## src/rtl/imm_alu_pkg.sv

```systemverilog
package imm_alu_pkg;

    localparam int OP_W = 3;

    typedef enum logic [OP_W-1:0] {
        OP_XOR = 3'd0,
        OP_OR  = 3'd1,
        OP_AND = 3'd2,
        OP_ADD = 3'd3,
        OP_CMP = 3'd4,
        OP_RS5 = 3'd5,
        OP_RS6 = 3'd6,
        OP_RS7 = 3'd7
    } alu_op_e;

    typedef enum logic {
        FLAG_CLEAR = 1'b0,
        FLAG_SET   = 1'b1
    } flag_state_e;

    function automatic logic op_writes_back(alu_op_e op);
        return (op == OP_XOR) || (op == OP_OR) || (op == OP_AND) || (op == OP_ADD);
    endfunction

endpackage

```

## src/rtl/imm_alu_combine.sv

```systemverilog
module imm_alu_combine
    import imm_alu_pkg::*;
#(
    parameter int DATA_W = 8
) (
    input  alu_op_e             op,
    input  logic [DATA_W-1:0]   opa,
    input  logic [DATA_W-1:0]   opb,
    output logic [DATA_W-1:0]   comb_out
);

    logic [DATA_W-1:0] sum_wrap;

    // Truncating add: the carry out is dropped by the operand width.
    assign sum_wrap = opa + opb;

    always_comb begin
        unique case (op)
            OP_XOR:  comb_out = opa ^ opb;
            OP_OR:   comb_out = opa | opb;
            OP_AND:  comb_out = opa & opb;
            OP_ADD:  comb_out = sum_wrap;
            default: comb_out = opa;
        endcase
    end

endmodule

```

## src/rtl/imm_alu_match.sv

```systemverilog
module imm_alu_match #(
    parameter int DATA_W     = 8,
    parameter bit CMP_BY_SUB = 1'b1
) (
    input  logic [DATA_W-1:0] lhs,
    input  logic [DATA_W-1:0] rhs,
    output logic              is_match
);

    generate
        if (CMP_BY_SUB) begin : g_sub
            logic [DATA_W-1:0] diff;
            assign diff     = lhs - rhs;
            assign is_match = (diff == '0);
        end else begin : g_eq
            assign is_match = (lhs == rhs);
        end
    endgenerate

endmodule

```

## src/rtl/imm_alu_flag_fsm.sv

```systemverilog
module imm_alu_flag_fsm
    import imm_alu_pkg::*;
(
    input  logic clk,
    input  logic rst,
    input  logic cmp_strobe,
    input  logic cmp_match,
    output logic flag_out
);

    flag_state_e state_q;
    flag_state_e state_d;

    // Next-state selection
    always_comb begin
        state_d = state_q;
        unique case (state_q)
            FLAG_CLEAR: if (cmp_strobe && cmp_match)  state_d = FLAG_SET;   // SET_ON_MATCH
            FLAG_SET:   if (cmp_strobe && !cmp_match) state_d = FLAG_CLEAR; // CLEAR_ON_MISMATCH
            default:    state_d = FLAG_CLEAR;
        endcase
    end

    // State register
    always_ff @(posedge clk) begin
        if (rst) state_q <= FLAG_CLEAR;                                       // RESET
        else     state_q <= state_d;
    end

    // Output decode
    always_comb begin
        unique case (state_q)
            FLAG_SET: flag_out = 1'b1;
            default:  flag_out = 1'b0;
        endcase
    end

endmodule

```

## src/rtl/imm_alu_ccr.sv

```systemverilog
module imm_alu_ccr
    import imm_alu_pkg::*;
#(
    parameter int DATA_W     = 8,
    parameter bit CMP_BY_SUB = 1'b1
) (
    input  logic              clk,
    input  logic              rst,
    input  logic              alu_en,
    input  logic [OP_W-1:0]   op_sel,
    input  logic [DATA_W-1:0] reg_val,
    input  logic [DATA_W-1:0] imm_val,
    output logic [DATA_W-1:0] result,
    output logic              wr_en,
    output logic              zero_eq_flag
);

    alu_op_e           op;
    logic [DATA_W-1:0] comb_val;
    logic              match;
    logic              strobe_cmp;

    assign op = alu_op_e'(op_sel);

    imm_alu_combine #(.DATA_W(DATA_W)) u_combine (
        .op       (op),
        .opa      (reg_val),
        .opb      (imm_val),
        .comb_out (comb_val)
    );

    imm_alu_match #(.DATA_W(DATA_W), .CMP_BY_SUB(CMP_BY_SUB)) u_match (
        .lhs      (reg_val),
        .rhs      (imm_val),
        .is_match (match)
    );

    assign strobe_cmp = alu_en && (op == OP_CMP);

    imm_alu_flag_fsm u_flag (
        .clk        (clk),
        .rst        (rst),
        .cmp_strobe (strobe_cmp),
        .cmp_match  (match),
        .flag_out   (zero_eq_flag)
    );

    assign result = comb_val;
    assign wr_en  = alu_en && op_writes_back(op);

endmodule

```

## config.mk

```make
export PLATFORM = sky130hd
export DESIGN_NAME = imm_alu_ccr
export DESIGN_NICKNAME = d
export VERILOG_FILES = /design/src/rtl/imm_alu_pkg.sv /design/src/rtl/imm_alu_combine.sv /design/src/rtl/imm_alu_match.sv /design/src/rtl/imm_alu_flag_fsm.sv /design/src/rtl/imm_alu_ccr.sv
export SDC_FILE = /design/constraint.sdc
export NUM_CORES = 1
export LEC_CHECK = 0
export ABC_AREA = 1
export BUFFER_PORTS_ARGS = -buffer_cell sky130_fd_sc_hd__buf_4
export CAP_MARGIN = 20
export CORE_ASPECT_RATIO = 0.9
export CORE_MARGIN = 2
export CORE_UTILIZATION = 45
export DETAILED_ROUTE_END_ITERATION = 10
export PLACE_DENSITY = 0.69
export SYNTH_ARGS = -nofsm -noshare
export SYNTH_HDL_FRONTEND = slang
export SYNTH_SLANG_ARGS = --single-unit
```

## constraint.sdc

```tcl
create_clock -name clk -period 2.3 [get_ports clk]
set_input_delay 0.46 -clock clk [delete_from_list [all_inputs] [get_ports clk]]
set_output_delay 0.46 -clock clk [all_outputs]
set_load 0.03 [all_outputs]
```

Word-level counts from Yosys, hierarchy flattened. Cells that the tools add are included. W data, S select, Z words.

Flip-flop bits (word level): 1. Input port bits: 22. Word-level logic and storage cells: 26.

Add/sub/neg operators: 2. Eq/ne operators: 4. Mux-type cells: 5. Bitwise gates (word level): 4. Reductions and logical operators: 10.

Operators by type and width (number): $pmux W8 S4 (1); $add A8 B8 Y8 (1); $and A8 B8 Y8 (1); $logic_not A8 Y1 (1); $or A8 B8 Y8 (1); $sub A8 B8 Y8 (1); $xor A8 B8 Y8 (1); $eq A3 B2 Y1 const B (2); $logic_and A1 B1 Y1 (4); $eq A3 B1 Y1 const B (1); $eq A3 B3 Y1 const B (1); $logic_not A3 Y1 (1); $logic_or A1 B1 Y1 (3); $mux W1 (3); $pmux W1 S2 (1); $logic_not A1 Y1 (1); $not A1 Y1 (1).

Depth between registers and ports, before layout.
Word-level depth: 6. Depth in mapped cells: 13.

Cells and area by module. Synthesis repeated with hierarchy kept, for this count alone.

Cells, all modules: 245. Area, all modules: 1306.3 um^2.

By module, submodules not included: imm_alu_combine (times used 1, cells each 141, area each 798.3 um^2, seq. area each 0.0 um^2); imm_alu_match (times used 1, cells each 90, area each 436.7 um^2, seq. area each 0.0 um^2); imm_alu_flag_fsm (times used 1, cells each 7, area each 45.0 um^2, seq. area each 20.0 um^2); imm_alu_ccr (times used 1, cells each 7, area each 26.3 um^2, seq. area each 0.0 um^2).

Worst setup path before layout. OpenSTA, ideal clock, no wires.

Path kind: input to output. From: input reg_val[0]. To: output result[4]. Arrival time: 1.883 ns. Setup slack: -0.043 ns. Cell stages on the path: 9. Path buffers: 0. Cells stage by stage: ha_1 fa_1 nand2_1 nor2_1 o21ai_0 nand2_1 o21ai_0 nor2_1 o21ai_0.

Word-level cells in the longest chain between the ends: 2.

Ends and longest elaborated chain: start, declared (line imm_alu_ccr.sv:11) `input logic [DATA_W-1:0] reg_val,`; $add A8 B8 Y8 (line imm_alu_combine.sv:15) `assign sum_wrap = opa + opb;`; $pmux W8 S4 (line imm_alu_combine.sv:18) `unique case (op)`; end, declared (line imm_alu_ccr.sv:13) `output logic [DATA_W-1:0] result,`.

No other way between the ends.

Worst setup path after layout. Same ends and word-level chain as after synthesis.

==> results by group <==
Outcome
  • Run status: finished clean

STA
  • Max Clk Rate: 0.440 GHz
  • Max-Slew Margin vs Limit: 75.3%
  • Final slew viol count: 0
  • Setup violations, final: 0
  • Crit share post-route: around 100%
  • Worst clock skew: 0 ns
  • RSZ-0062 raised after global routing: true
  • Worst-margin pin slew: 0.369 ns
  • Hold slack: approximately 0.46 ns
  • Min Tclk post-route: 2.27 ns
  • Final Hold Fails: 0
  • Setup TNS: 0 ns

Clocking
  • Worst-path clk slew: 0 ns
  • Clock latency at the later pin of the worst-skew pair: 0 ns

Worst setup path
  • Endpoint class of the critical path: output pin
  • CP max stage delay: 0.36 ns
  • Worst endpoint required time: 1.84 ns
  • Stages on the worst setup path: 11
  • Cell family with most CP delay: adder cells
  • Startpoint Class: input pin
  • Type of the worst setup path: input pin to output pin
  • CP max FO: 3
  • Slowest cell on the critical path: fa_2
  • WP buf/inv: 2
  • Worst r2r path cells: 2
  • CP arrival: 1.81 ns
  • CP cell instances: buf_6, ha_4, fa_2, nand2_2, nor2_4, o21ai_1, nand2_1, o21ai_1, nor2_1, o21ai_2, buf_6

Drt
  • Drt wl/cell: around 12 um
  • Routed WL: 3.20 mm
  • Post-route ant nets: 0
  • Via count: 1388
  • Pre-Repair DR Iteration Count: 4
  • # DRC: 0
  • Initial DRC Count: 64
  • Number of vias per cell: slightly above 5

Logic synthesis
  • Synth Cell Area: between 1000 and 1500 um^2
  • XOR/XNOR Fraction of Synth Area: 2.23%
  • Synth Register Bits: 1
  • Synth Area in Compound Gates: 14.1%
  • Most used flip-flop cell after synthesis: dfxtp_1
  • Synthesis Warnings: 0
  • Adder-cell share of the synthesized area: between 20% and 30%
  • Register area share after synthesis: 1.70%
  • Synth cell types: 25
  • Post-synthesis cell count: 202
  • Main combinational cell family by area after synthesis: simple AND/OR/NAND/NOR gates
  • Synth top area share: 24.4%
  • Mean Syn Cell Area: 5.84 um^2
  • Simple-Gate Fraction of Synth Area: 36.9%
  • Net Count, Synth: roughly 250
  • Largest cells by area after synthesis: ha_1 (24%), nand2_1 (18%), inv_1 (12%), nand3_1 (7.2%), nor2_1 (5.7%)
  • Mux cell area share after synthesis: 0%
  • Number of flops mapped to enable cells by yosys: 0
  • Area leader, netlist: ha_1
  • Async SR Flop Fraction: 0%

Final layout
  • # nets final: around 290
  • Commonest non-fill, non-tap cell in the layout: nand2_1
  • Area Growth Syn to Fin: 37.9%
  • Layout cells sized above 1: 29.6%
  • # diodes: 0
  • Most frequent cells in the layout: nand2_1 (55), buf_4 (37), inv_1 (34)

Global routing
  • Most Crowded Layer GR: met2
  • Vias in the first global route: about 1400
  • Met1 usage: between 20% and 30%
  • GR Overflow Total: 0
  • Met2 usage: 47.2%
  • Largest net degree at the start of global routing: 10
  • Antenna violations before repair: 0
  • First-pass GRT wire length: 5.70 mm
  • Met3 usage: 0.247%
  • GRT Util Overall: 23.1%

Power
  • Maximum vdd ir drop: 0.169 mV
  • PD cells: between 200 and 250 nW/um^2
  • Leak: between 0.9 and 1 nW

Die
  • I/O pins: 32
  • Row cnt: 17
  • Die X: 58.0 um
  • Initial core utilization: 47.8%
  • Die Area: just over 3000 um^2
  • Total core area: 2470 um^2
  • Die Span Y: around 53 um

Worst hold path
  • WHS Path Cells: 2
  • Worst hold path type: flop to flop

Placement
  • Gpl congestion: 0.878
  • Port Buffer Count: 31
  • DP HPWL: 2.62 mm

Flow run
  • Max-cap violation count: 0
-- through the flow --
stage          cells  worst slack (ns)  util (%)  area (um^2)  total power, W
4_1_cts          267           0.00400      62.1         1530        0.000373
6_report         268            0.0285      65.9         1630        0.000400
5_1_grt          268           -0.0708      65.9         1630        0.000443
3_3_place_gp     267            -0.159      60.2         1490        0.000350
3_5_place_dp     267            -0.188      60.2         1490        0.000359
2_1_floorplan    202            0.0463         -         1180        0.000246
-- cell usage after synthesis (3+ instances only) --
cell type	count
o22ai_1	7
xor2_1	3
o21ai_0	6
nor2_1	18
a21oi_1	5
nand3_1	17
ha_1	23
buf_6	3
nand4_1	6
inv_1	38
nand2_1	57
-- kinds of logic after synthesis --
kind of cell / Yosys count
AO/OA/AOI/OAI: 25
buffers and inverters: 45
adder cells (fa/ha/maj): 25
flip-flops: 1
XOR/XNOR: 3
AND/OR/NAND/NOR: 103
-- worst reg2reg max path: cells and delay by family, from the launching register on --
family	cells	cell delay, ns
DFF	1	0.31
AOI/OAI and AO/OA	1	0.12
and+or+nand+nor	1	0.07
-- final timing paths --
| kind | startpoint | slack, ns | end |
|---|---|---|---|
| min | flop | 0.46 | flop |
| max | reg_val[0] | 0.03 | result[4] |
| min reg2reg | flop | 0.46 | flop |
| max reg2reg | flop | 1.74 | flop |
-- layer usage --
layer  share of wire (%)  up-vias
met4                   0        0
met5                   0        -
met3                 4.2        0
li1                    -      723
met2                  50       38
met1                  46      627
-- cell type report --
cell class	count	area (um^2)
Timing Repair Buffer	43	349
Sequential cell	1	20.0
Multi-Input combinational cell	156	1060
Fill cell	243	841
Tap cell	28	35.0
Inverter	40	158
-- timing repair --
action	4_1_cts	5_1_grt
pin swaps	1	5
setup buffers	0	1
gates resized for setup	11	24
endpoints found under the setup margin	5	7
hold buffers	0	0
cloned	0	0
-- power by group --
| group | switching, W | total [W] | internal (W) |
|---|---|---|---|
| clock network | 0 | 0 | 0 |
| registers | 0.0000000101 | 0.0000177 | 0.0000177 |
| logic | 0.000218 | 0.000383 | 0.000165 |
| total | 0.000218 | 0.000400 | 0.000183 |
Note: power is estimated with default switching activity, not from simulation.
